<file path="src/rtl/rs_pkg.sv">
package rs_pkg;
  typedef enum logic [1:0] {PH_UP = 2'd0, PH_DN = 2'd1, PH_WT = 2'd2} phase_t;

  function automatic logic code_bad(input logic [2:0] code, input logic manual);
    return manual && (code == 3'd7);
  endfunction

  function automatic logic [1:0] div_of(input logic [2:0] code, input logic bad);
    logic [1:0] d;
    if (bad) d = 2'd0;
    else begin
      unique case (code)
        3'd0:       d = 2'd2;
        3'd1, 3'd2: d = 2'd1;
        3'd3, 3'd4: d = 2'd0;
        default:    d = 2'd3;
      endcase
    end
    return d;
  endfunction

  function automatic logic low_range(input logic [2:0] code, input logic std, input logic bad);
    return std && code[0] && !bad;
  endfunction

  function automatic logic [2:0] step_code(input logic [2:0] cnt, input logic std,
                                           input logic [2:0] last);
    logic [2:0] n;
    if (cnt >= last)  n = 3'd0;
    else if (std)     n = cnt + 3'd1;
    else              n = {cnt[2:1], 1'b0} + 3'd2;
    return n;
  endfunction
endpackage

</file>
<file path="src/rtl/rs_phase_fsm.sv">
module rs_phase_fsm
  import rs_pkg::*;
(
  input  logic   clk,
  input  logic   rst_n,
  input  logic   hold,
  input  logic   sweep_done,
  input  logic   sys_tick,
  output phase_t phase,
  output logic   cycle_end
);
  phase_t phase_nx;

  assign cycle_end = !hold && (phase == PH_WT) && sys_tick;

  always_comb begin
    phase_nx = phase;
    if (hold) phase_nx = PH_UP;
    else begin
      unique case (phase)
        PH_UP:   if (sweep_done) phase_nx = PH_DN;
        PH_DN:   if (sweep_done) phase_nx = PH_WT;
        default: if (sys_tick)   phase_nx = PH_UP;
      endcase
    end
  end

  always_ff @(posedge clk or negedge rst_n) begin
    if (!rst_n) phase <= PH_UP;
    else        phase <= phase_nx;
  end
endmodule

</file>
<file path="src/rtl/rs_rate_counter.sv">
module rs_rate_counter
  import rs_pkg::*;
#(
  parameter int CW   = 3,
  parameter int LAST = 4
) (
  input  logic          clk,
  input  logic          rst_n,
  input  logic          step,
  input  logic          std_sel,
  output logic [CW-1:0] cnt
);
  localparam logic [2:0] LAST_C = 3'(LAST);

  always_ff @(posedge clk or negedge rst_n) begin
    if (!rst_n)    cnt <= '0;
    else if (step) cnt <= CW'(step_code(3'(cnt), std_sel, LAST_C));
  end
endmodule

</file>
<file path="src/rtl/rs_decode.sv">
module rs_decode
  import rs_pkg::*;
#(
  parameter int CW = 3
) (
  input  logic [CW-1:0] code,
  input  logic          std_sel,
  input  logic          manual,
  output logic [1:0]    div_sel,
  output logic          vco_low,
  output logic          bad
);
  assign bad     = code_bad(3'(code), manual);
  assign div_sel = div_of(3'(code), bad);
  assign vco_low = low_range(3'(code), std_sel, bad);
endmodule

</file>
<file path="src/rtl/rate_search_seq.sv">
module rate_search_seq
  import rs_pkg::*;
#(
  parameter int CW   = 3,
  parameter int LAST = 4
) (
  input  logic          clk,
  input  logic          rst_n,
  input  logic          auto_mode,
  input  logic          std_sel,
  input  logic [CW-1:0] man_code,
  input  logic          data_present,
  input  logic          locked,
  input  logic          sweep_done,
  input  logic          sys_tick,
  output logic [CW-1:0] rate_code,
  output logic [1:0]    div_sel,
  output logic          vco_low,
  output logic          sweep_up,
  output logic          sweep_dn,
  output logic          code_err
);
  phase_t        phase;
  logic          hold;
  logic          cycle_end;
  logic          step;
  logic [CW-1:0] cnt;

  assign hold = locked || !data_present;
  assign step = cycle_end && auto_mode;

  rs_phase_fsm u_phase (
    .clk(clk), .rst_n(rst_n), .hold(hold), .sweep_done(sweep_done),
    .sys_tick(sys_tick), .phase(phase), .cycle_end(cycle_end)
  );

  rs_rate_counter #(.CW(CW), .LAST(LAST)) u_cnt (
    .clk(clk), .rst_n(rst_n), .step(step), .std_sel(std_sel), .cnt(cnt)
  );

  assign rate_code = auto_mode ? cnt : man_code;

  rs_decode #(.CW(CW)) u_dec (
    .code(rate_code), .std_sel(std_sel), .manual(!auto_mode),
    .div_sel(div_sel), .vco_low(vco_low), .bad(code_err)
  );

  assign sweep_up = !hold && (phase == PH_UP);
  assign sweep_dn = !hold && (phase == PH_DN);
endmodule

</file>
<file path="config.mk">
export PLATFORM = sky130hd
export DESIGN_NAME = rate_search_seq
export DESIGN_NICKNAME = d
export VERILOG_FILES = /design/src/rtl/rs_pkg.sv /design/src/rtl/rs_phase_fsm.sv /design/src/rtl/rs_rate_counter.sv /design/src/rtl/rs_decode.sv /design/src/rtl/rate_search_seq.sv
export SDC_FILE = /design/constraint.sdc
export NUM_CORES = 1
export LEC_CHECK = 0
export BUFFER_PORTS_ARGS = -buffer_cell sky130_fd_sc_hd__buf_2
export CAP_MARGIN = 20
export CELL_PAD_IN_SITES_DETAIL_PLACEMENT = 1
export CELL_PAD_IN_SITES_GLOBAL_PLACEMENT = 2
export CORE_MARGIN = 10
export CORE_UTILIZATION = 22
export CTS_BUF_LIST = sky130_fd_sc_hd__clkbuf_16
export DETAILED_ROUTE_END_ITERATION = 7
export GPL_TIMING_DRIVEN = 0
export PLACE_DENSITY = 0.77
export SETUP_SLACK_MARGIN = 0.5
export SLEW_MARGIN = 25
export SYNTH_ARGS = -nofsm -noshare
export SYNTH_HDL_FRONTEND = slang
export SYNTH_HIERARCHICAL = 1
export SYNTH_SLANG_ARGS = --single-unit
</file>
<file path="constraint.sdc">
create_clock -name clk -period 1.39 [get_ports clk]
set_clock_uncertainty 0.05 [all_clocks]
set_input_delay 0.139 -clock clk [delete_from_list [all_inputs] [get_ports clk]]
set_output_delay 0.139 -clock clk [all_outputs]
set_load 0.03 [all_outputs]
</file>
==> flow_metrics.tcl <==
set metrics [dict create \
    drv_cap 0 \
    power_density_nw_per_um2 901.4 \
    synth_top_flop_cell "dfrtp_1" \
    start_kind "flip-flop" \
    finalWeightedCongestion 0.6927 \
    grt_use_total_pct 7.321 \
    htreeDepth 1 \
    routed_via_density 4.491 \
    yosysSeqAreaShare_pct 29.41 \
    worst_slack_ns -0.2835 \
    io_pins 20 \
    power.leakage_nw 0.4524 \
    io_buffer_count 19 \
    syn_area_per_cell_um2 9.668 \
    grt_pass1_vias 531 \
    clock_latency_ns 0.23 \
    drc 0 \
    grt.overflow.total 0 \
    crit_type "reg -> out" \
    cp.arrival_ns 1.48 \
    ir_drop_uv 750.9 \
    wire_per_inst_um 15.08 \
    vias 476 \
    worstHoldPathType "in -> reg" \
    cts.sinks 5 \
    async_flop_share_pct 100.0 \
    cp_max_fo 3 \
    antenna_found_initial 0 \
    r2r_cells 4 \
    post-dp-hpwl_um 1015 \
    post-route-min-period_ns 1.673 \
    yosys_warnings 6 \
    grt_max_degree 8 \
    grt_pass1_wl_um 2428 \
    fin_setup_tns_ns -1.383 \
    crit_start "u_cnt/cnt[1]$_DFFE_PN0P_" \
    whs_ns 0.1670 \
    yosys_register_bits 5 \
    area_growth_pct 124.7 \
    rows 15 \
    fmax_ghz 0.5976 \
    cts-root-buf "clkbuf_16" \
    place_inst 88 \
    die_w_um 63.98 \
    fin_cells 106 \
    ys_types 27 \
    worst_pin_slew_ns 0.2360 \
    drtIter0Drc 3 \
    fin_crit_sh_pct 120.4 \
    final_max_slew_viol_count 0 \
    nNetsFinal 95 \
    die_area_um2 4093 \
    synthCells 44 \
    dr.pass1.iters 4 \
    end_kind "primary output" \
    fin_util_pct 53.61 \
    num_antenna_cells 0 \
    final_cell_mix "15 x buf_6, 10 x buf_2, 5 x buf_4, 4 x nand2b_1, 4 x inv_1" \
    rsz0062_at_grt "true" \
    required_ns 1.20 \
    die_height_um 63.98 \
    drive_gt1_share_pct 69.14 \
    violations "setup timing" \
    cts-buffers-inserted 3 \
    synthesis.area_um2 425.4 \
    synth_edf_count 0 \
    clockBufferDepth 2 \
    slew_headroom_pct 84.27 \
    final_common_cell "buf_6" \
    final-setup-viol-count 11 \
    hold_viol_final 0 \
    rr_startpoint "u_phase/phase[0]$_DFFE_PN0P_" \
    cts_tree "yes" \
    r2r-end "u_cnt/cnt[1]$_DFFE_PN0P_" \
    totalWireLength_um 1599 \
    final_antenna_net_count 0 \
    clk_pin_slew_worst_paths_ns 0.03 \
    worst_hold_path.num_cells 3 \
    core_area_um2 1783 \
    crit_end "div_sel[1]" \
    ff2ff_setup_slack_ns -0.19 \
    syn-num-nets 57 \
    start_util_pct 23.86 \
    status "complete, but fails checks" \
]
-- synth_stat cells, types with 2 or more instances --
cell	number	area share, %
nor2_1	2	1.8
mux2_1	3	7.9
ha_1	2	5.9
and2_1	2	2.9
dfrtp_1	5	29
nand2b_1	4	5.9
a21oi_1	2	2.4
or2b_1	2	3.5
nand2_1	2	1.8
inv_1	3	2.6
-- critical path, stage by stage (launching register included) --
cell,delay (ns)
dfrtp_1,0.38
mux2_4,0.29
a21bo_1,0.20
a221oi_4,0.22
buf_6,0.17
-- cell type report --
type | instances | area [µm²]
Multi-Input combinational cell | 36 | 405.4
Clock buffer | 3 | 75.07
Tap cell | 25 | 31.28
Inverter | 3 | 11.26
Clock inverter | 1 | 3.754
Timing Repair Buffer | 33 | 301.5
Fill cell | 195 | 827.0
Sequential cell | 5 | 127.6
-- layer usage --
| layer | vias to the layer above | track usage (%) | wire [µm] | part of all wire (%) |
|---|---|---|---|---|
| met5 | - | 0 | 0 | 0 |
| met4 | 0 | 4.098 | 0 | 0 |
| met3 | 0 | 2.091 | 98 | 6.1 |
| met2 | 15 | 12.06 | 850 | 53 |
| met1 | 223 | 8.260 | 651 | 41 |
| li1 | 238 | - | - | - |
-- how the worst min path moves through the flow --
stage	start	endpoint	slack, ns
2_1_floorplan	rst_n	u_cnt/cnt[0]$_DFFE_PN0P_	-0.21
3_3_place_gp	rst_n	u_phase/phase[0]$_DFFE_PN0P_	-0.1
3_5_place_dp	rst_n	u_phase/phase[0]$_DFFE_PN0P_	-0.1
4_1_cts	sys_tick	u_phase/phase[1]$_DFFE_PN0P_	0.16
5_1_grt	sweep_done	u_phase/phase[0]$_DFFE_PN0P_	0.17
6_report	sweep_done	u_phase/phase[0]$_DFFE_PN0P_	0.17
-- report_power, final --
group | total [mW] | internal (mW) | switching, mW
Sequential | 0.160 | 0.153 | 0.00713
Clock | 0.468 | 0.373 | 0.0957
Combinational | 0.233 | 0.121 | 0.112
Total | 0.862 | 0.647 | 0.215
-- metrics by stage --
step / total power, mW / area (µm²) / setup slack [ns]
after detailed placement: 0.3151 / 611.8 / -0.2831
after floorplan: 0.2699 / 485.5 / -0.1486
after CTS: 0.8382 / 854.6 / -0.3066
after global routing: 0.9072 / 955.9 / -0.3201
final: 0.8616 / 955.9 / -0.2835
after global placement: 0.3126 / 611.8 / -0.2705
-- flip-flops by register name (all words and copies together) (netlist names) --
name	cells
u_cnt/cnt	3
u_phase/phase	2
-- what timing repair did --
item                       CTS  global route
setup endpoints to repair   14            14
gates resized for setup     30            11
hold endpoints to repair     5             0
setup buffers                6             7
hold buffers                 1             0
pin swaps                    5             7
-- kinds of logic (layout without fill, tap and decap cells) --
logic type	after synthesis	count (layout)	synth area share (%)
and+or+nand+nor	21	21	35.30
adders and majority gates	2	2	5.881
muxes	4	4	10.29
buffers and inverters	3	40	2.647
AOI/OAI and AO/OA	9	9	16.47
DFF	5	5	29.41
(Power assumes the default switching activity.)
